===== src/rtl/sercsr_pkg.sv =====
package sercsr_pkg;

    localparam int DATA_W    = 8;
    localparam int NUM_FLAGS = 4;

    // flag slots; flag i sits at register bit i + FLAG_LSB
    localparam int FLG_TX   = 0;
    localparam int FLG_RX   = 1;
    localparam int FLG_PE   = 2;
    localparam int FLG_FE   = 3;
    localparam int FLAG_LSB = 1;
    localparam int CFG_LSB  = FLAG_LSB + NUM_FLAGS;

    typedef enum logic {
        MODE_SPI  = 1'b0,
        MODE_UART = 1'b1
    } port_mode_e;

    typedef struct packed {
        port_mode_e mode;
        logic       rx_en;
        logic       spi_slave;
    } cfg_t;

    localparam int CFG_W = $bits(cfg_t);

    typedef logic [NUM_FLAGS-1:0] flag_vec_t;

    typedef struct packed {
        logic frame_err;
        logic parity_err;
        logic rx_done;
        logic tx_done;
    } evt_t;

    function automatic cfg_t cfg_from_byte(input logic [DATA_W-1:0] d);
        cfg_t c;
        c.mode      = port_mode_e'(d[CFG_LSB+2]);
        c.rx_en     = d[CFG_LSB+1];
        c.spi_slave = d[CFG_LSB];
        return c;
    endfunction

    function automatic logic [DATA_W-1:0] status_byte(input cfg_t c,
                                                      input flag_vec_t f,
                                                      input logic busy);
        return {c, f, busy};
    endfunction

    // keep only events that are meaningful in the current configuration
    function automatic flag_vec_t qualify_events(input cfg_t c, input evt_t e);
        flag_vec_t m;
        logic uart;
        logic rx_ok;
        logic err_ok;
        logic tx_ok;
        uart   = (c.mode == MODE_UART);
        rx_ok  = uart ? c.rx_en : c.spi_slave;
        err_ok = uart && c.rx_en;
        tx_ok  = uart || !c.spi_slave;
        m          = '0;
        m[FLG_TX]  = e.tx_done    && tx_ok;
        m[FLG_RX]  = e.rx_done    && rx_ok;
        m[FLG_PE]  = e.parity_err && err_ok;
        m[FLG_FE]  = e.frame_err  && err_ok;
        return m;
    endfunction

    function automatic logic live_busy(input cfg_t c, input logic eng_busy,
                                       input logic ssel);
        if (c.mode == MODE_SPI && c.spi_slave) return ssel;
        return eng_busy;
    endfunction

endpackage


===== src/rtl/sercsr_decode.sv =====
module sercsr_decode #(
    parameter int                ADDR_W   = 8,
    parameter logic [ADDR_W-1:0] CSR_ADDR = 8'h40
) (
    input  logic [ADDR_W-1:0] bus_addr,
    input  logic              bus_wr,
    input  logic              bus_rd,
    output logic              wr_hit,
    output logic              rd_hit
);
    logic sel;

    always_comb begin
        sel    = (bus_addr == CSR_ADDR);
        wr_hit = sel && bus_wr;
        rd_hit = sel && bus_rd;
    end

endmodule


===== src/rtl/sercsr_cfg.sv =====
module sercsr_cfg
    import sercsr_pkg::*;
(
    input  logic              clk,
    input  logic              rst,
    input  logic              wr_hit,
    input  logic [DATA_W-1:0] wdata,
    output cfg_t              cfg_q
);
    logic [CFG_W-1:0] cfg_bits;

    always_comb cfg_bits = wdata[CFG_LSB +: CFG_W];

    always_ff @(posedge clk) begin
        if (rst) begin
            cfg_q <= '0;
        end else if (wr_hit) begin
            cfg_q <= cfg_t'(cfg_bits);
        end
    end


    cfg_load_chk: assert property (@(posedge clk) disable iff (rst)
        wr_hit |=> cfg_q == cfg_from_byte($past(wdata)));


    cfg_hold_chk: assert property (@(posedge clk) disable iff (rst)
        !wr_hit |=> $stable(cfg_q));

endmodule


===== src/rtl/sercsr_flag.sv =====
module sercsr_flag (
    input  logic clk,
    input  logic rst,
    input  logic set_i,
    input  logic clr_i,
    output logic flag_o
);
    always_ff @(posedge clk) begin
        if (rst) begin
            flag_o <= 1'b0;
        end else if (set_i) begin
            flag_o <= 1'b1;
        end else if (clr_i) begin
            flag_o <= 1'b0;
        end
    end


    set_wins_chk: assert property (@(posedge clk) disable iff (rst)
        set_i |=> flag_o);


    clear_takes_chk: assert property (@(posedge clk) disable iff (rst)
        (clr_i && !set_i) |=> !flag_o);


    sticky_hold_chk: assert property (@(posedge clk) disable iff (rst)
        (!clr_i && !set_i) |=> $stable(flag_o));

endmodule


===== src/rtl/sercsr_top.sv =====
module sercsr_top
    import sercsr_pkg::*;
#(
    parameter int                ADDR_W   = 8,
    parameter logic [ADDR_W-1:0] CSR_ADDR = 8'h40
) (
    input  logic              clk,
    input  logic              rst,
    input  logic [ADDR_W-1:0] bus_addr,
    input  logic              bus_wr,
    input  logic              bus_rd,
    input  logic [DATA_W-1:0] bus_wdata,
    output logic [DATA_W-1:0] bus_rdata,
    input  logic              dbuf_rd,
    output logic              dbuf_discard,
    input  logic              evt_frame_err,
    input  logic              evt_parity_err,
    input  logic              evt_rx_done,
    input  logic              evt_tx_done,
    input  logic              engine_busy,
    input  logic              ssel_in,
    output logic              cfg_uart,
    output logic              cfg_rx_en,
    output logic              cfg_spi_slave
);
    logic      wr_hit;
    logic      rd_hit;
    cfg_t      cfg_q;
    evt_t      evt;
    flag_vec_t set_vec;
    flag_vec_t clr_vec;
    flag_vec_t wz_vec;
    flag_vec_t flags;
    logic      busy;

    sercsr_decode #(
        .ADDR_W   (ADDR_W),
        .CSR_ADDR (CSR_ADDR)
    ) decode_i (
        .bus_addr (bus_addr),
        .bus_wr   (bus_wr),
        .bus_rd   (bus_rd),
        .wr_hit   (wr_hit),
        .rd_hit   (rd_hit)
    );

    sercsr_cfg cfg_i (
        .clk    (clk),
        .rst    (rst),
        .wr_hit (wr_hit),
        .wdata  (bus_wdata),
        .cfg_q  (cfg_q)
    );

    always_comb begin
        evt.frame_err  = evt_frame_err;
        evt.parity_err = evt_parity_err;
        evt.rx_done    = evt_rx_done;
        evt.tx_done    = evt_tx_done;
        set_vec        = qualify_events(cfg_q, evt);
        // write-zero-to-clear: a 0 in a flag position clears, a 1 does nothing
        wz_vec         = wr_hit ? ~bus_wdata[FLAG_LSB +: NUM_FLAGS] : '0;
        clr_vec        = wz_vec;
        clr_vec[FLG_RX] = wz_vec[FLG_RX] | dbuf_rd;
        clr_vec[FLG_PE] = wz_vec[FLG_PE] | rd_hit;
        clr_vec[FLG_FE] = wz_vec[FLG_FE] | rd_hit;
    end

    for (genvar g = 0; g < NUM_FLAGS; g++) begin : g_flag
        sercsr_flag flag_i (
            .clk    (clk),
            .rst    (rst),
            .set_i  (set_vec[g]),
            .clr_i  (clr_vec[g]),
            .flag_o (flags[g])
        );
    end

    always_comb begin
        busy          = live_busy(cfg_q, engine_busy, ssel_in);
        bus_rdata     = rd_hit ? status_byte(cfg_q, flags, busy) : '0;
        // a byte arriving in the same cycle is kept, so it is not dropped
        dbuf_discard  = wz_vec[FLG_RX] && flags[FLG_RX] && !set_vec[FLG_RX];
        cfg_uart      = (cfg_q.mode == MODE_UART);
        cfg_rx_en     = cfg_q.rx_en;
        cfg_spi_slave = cfg_q.spi_slave;
    end


    discard_clears_chk: assert property (@(posedge clk) disable iff (rst)
        dbuf_discard |=> !flags[FLG_RX]);


    rx_disabled_chk: assert property (@(posedge clk) disable iff (rst)
        (cfg_uart && !cfg_rx_en && !flags[FLG_RX] && !flags[FLG_FE]) |=>
            (!flags[FLG_RX] && !flags[FLG_FE]));


    spi_no_error_chk: assert property (@(posedge clk) disable iff (rst)
        (!cfg_uart && !flags[FLG_PE]) |=> !flags[FLG_PE]);


    csr_read_keeps_rx_chk: assert property (@(posedge clk) disable iff (rst)
        (flags[FLG_RX] && !dbuf_rd && !wz_vec[FLG_RX]) |=> flags[FLG_RX]);

endmodule


===== config.mk =====
export PLATFORM = sky130hd
export DESIGN_NAME = sercsr_top
export DESIGN_NICKNAME = d
export VERILOG_FILES = /design/src/rtl/sercsr_pkg.sv /design/src/rtl/sercsr_decode.sv /design/src/rtl/sercsr_cfg.sv /design/src/rtl/sercsr_flag.sv /design/src/rtl/sercsr_top.sv
export SDC_FILE = /design/constraint.sdc
export NUM_CORES = 1
export LEC_CHECK = 0
export ABC_AREA = 1
export BUFFER_PORTS_ARGS = -buffer_cell sky130_fd_sc_hd__clkbuf_2
export CORE_MARGIN = 2
export CORE_UTILIZATION = 30
export CTS_CLUSTER_DIAMETER = 50
export DETAILED_ROUTE_END_ITERATION = 6
export GPL_TIMING_DRIVEN = 0
export PLACE_DENSITY = 0.76
export SLEW_MARGIN = 40
export SYNTH_ARGS = -nofsm -noshare
export SYNTH_HDL_FRONTEND = slang
export SYNTH_SLANG_ARGS = --single-unit
export TNS_END_PERCENT = 5

===== constraint.sdc =====
create_clock -name clk -period 1.05 [get_ports clk]
set_clock_uncertainty 0.1 [all_clocks]
set_input_delay 0 -clock clk [delete_from_list [all_inputs] [get_ports clk]]
set_output_delay 0 -clock clk [all_outputs]
set_load 0.02 [all_outputs]

==> run metrics <==
Pre-antenna DRT Iters=4; crit-path max cell delay=0.36 ns; number of global-route vias before repair=522; Worst Path Required=0.95 ns; Gate power share=0.160; Critical Path AT=1.09 ns; Syn Inst Count=66; Min-Delay Path Class=input port to register; Slowest-stage cell, CP=dfxtp_4; Final setup viols=3; DRC=0; Die Width=41.0 um; CP Max Fanout=3; relative slew slack=0.876; fmax=0.843 GHz; Final Hold Viols=0; standard-cell row count=13; crit start category=register; DR vias=599; synth-to-layout area growth=97.9%; total global-route track usage=0.177; Cell variety after synth=13; Finished Core Util=0.634; reg2reg end=g_flag[1].flag_i.flag_o$_SDFFE_PP0P_; most common cell after layout, fill and taps aside=clkbuf_2; first-pass GRT wire length=1910 um; total gr overflow=0; setup total negative slack=-0.254 ns; Post-Syn Area=412 um^2; Leak=0.388 nW; Initial Util=0.320; I/O pin total=39; filler cell count=125; Pint=0.470 mW; MaxCap Viol Count=0; clock buffer depth=2; Synth Warn #=0; Post-Syn Nets=93; # clock sinks=7; worst setup path class=register to output pin; placed cells=118; clock root buffer=clkbuf_4; # port buffers=37; drt initial violations=12; fin cells=134; largest net degree at the start of global routing=11; sequential share of the synthesized area=0.340; Inserted Clock Buffers=3; Placeable Area=1280 um^2; full die area=1680 um^2; final max-slew violation count=0; Clock transition at path regs=0.05 ns; VDD IR max=579 uV; Final Wtd Congestion=0.734; initial antenna violation count=0; die height=41.0 um; status=complete, but fails checks; violated checks=negative setup slack; Hold EP=g_flag[2].flag_i.flag_o$_SDFFE_PP0P_; FF-to-FF path depth=6; most frequent cells in the layout=clkbuf_2 (34), nor2_1 (13), nand2_1 (11); hpwl dp=904 um; sequential share of power=0.432; R2R Setup Slk=0.02 ns; Post-DRT Antenna Nets=0; H-Tree Depth=1; diode count=0; power density over the cells=746 nW/um^2; final WL=1290 um; DR vias/cell=4.47; fraction of layout cells with a size suffix above 1=0.462; CTS tree=yes; Synth Register Bits=7; Mean Syn Cell Area=6.24 um^2; Crit Reg-Reg Startpoint=cfg_i.cfg_q[2]$_SDFFE_PP0P_; fin crit period=1.19 ns; clock power share=0.408; Sw Ratio=0.227; Nets=147; Cells on Worst Hold Path=5; Worst Hold Launch=bus_wdata[3]; worst skew pair latency=0.25 ns; CP Capture Type=output pin; worst slew pin tran=0.185 ns; RSZ-0062 raised after global routing=true; crit share post-route=1.13; NetSw=0.138 mW; crit path cell chain=inv_4 > nand2_4 > a21boi_4 > nor3_4 > clkbuf_8; PnR worst setup slack=-0.136 ns; wire per inst=9.65 um
-- stage by stage --
stage,area (um^2),worst slack [ns],total power [mW],hold slack [ns]
after floorplan,433,0.00329,0.289,-0.0406
after global placement,637,-0.00973,0.340,0.126
after detailed placement,637,-0.0336,0.342,0.128
after CTS,802,-0.167,0.616,0.00138
after global routing,815,-0.184,0.644,0.0381
final,815,-0.136,0.607,0.000205
-- state kept, by name (all words and copies together) (netlist names) --
| signal | cells |
|---|---|
| cfg_i.cfg_q | 3 |
| g_flag.flag_i.flag_o | 4 |
-- worst max path at each step --
stage	cells past startpoint	start	slack (ns)	endpoint
detailed placement	5	cfg_i.cfg_q[2]$_SDFFE_PP0P_	-0.03	dbuf_discard
finish	5	cfg_i.cfg_q[2]$_SDFFE_PP0P_	-0.14	dbuf_discard
CTS	5	cfg_i.cfg_q[2]$_SDFFE_PP0P_	-0.17	dbuf_discard
global placement	5	cfg_i.cfg_q[2]$_SDFFE_PP0P_	-0.01	dbuf_discard
floorplan	4	cfg_i.cfg_q[2]$_SDFFE_PP0P_	0.003	bus_rdata[0]
global route	5	cfg_i.cfg_q[2]$_SDFFE_PP0P_	-0.18	dbuf_discard
-- layout make-up --
| cell class | instances | area (um^2) | share of cell area |
|---|---|---|---|
| Clock buffer | 4 | 26.3 | 0.0323 |
| Inverter | 11 | 45.0 | 0.0553 |
| Multi-Input combinational cell | 48 | 262 | 0.321 |
| Sequential cell | 7 | 151 | 0.186 |
| Tap cell | 15 | 18.8 | 0.0230 |
| Timing Repair Buffer | 49 | 312 | 0.382 |
-- power groups by stage --
stage	registers, mW	logic [mW]	clock network (mW)
global placement	0.273	0.0668	0
floorplan	0.273	0.0156	0
finish	0.262	0.0971	0.248
CTS	0.265	0.0957	0.255
global route	0.262	0.109	0.272
detailed placement	0.273	0.0688	0
-- critical path, delay by kind of cell (launching register included) --
kind,cells,cell delay (ns)
AO/OA/AOI/OAI,1,0.16
flip-flops,1,0.36
AND/OR/NAND/NOR,2,0.10
buffers and inverters,2,0.21
-- what timing repair did --
item,4_1_cts,5_1_grt
setup buffers,2,1
setup endpoints to repair,7,10
resized for setup,10,3
pin swaps,3,3
hold buffers,9,0
cloned,0,0
hold endpoints to repair,7,0
-- cells in the mapped netlist --
cell type,instances,area [um^2]
a21oi_1,8,40.0
nand2_1,13,48.8
dfxtp_1,7,140
nand2_4,1,11.3
nor2_4,1,11.3
nand2_2,1,6.26
inv_1,10,37.5
a21boi_0,1,7.51
nand3b_1,2,15.0
nor3_1,1,5.00
nand3_1,7,35.0
nor2_1,13,48.8
clkinv_2,1,5.00
-- cell families after synthesis --
| family | synth area share |
|---|---|
| buf+inv | 0.103 |
| compound gates | 0.116 |
| simple gates | 0.441 |
| flops | 0.340 |
-- routing by layer --
layer | wire length, um | vias up | GRT usage | share of wire
li1 | - | 314 | - | -
met2 | 668 | 26 | 0.340 | 0.52
met4 | 24 | 0 | 0.125 | 0.019
met1 | 501 | 255 | 0.173 | 0.39
met3 | 99 | 4 | 0.0163 | 0.077
met5 | 0 | - | 0 | 0
No activity file was read; power rests on OpenSTA's default activity.
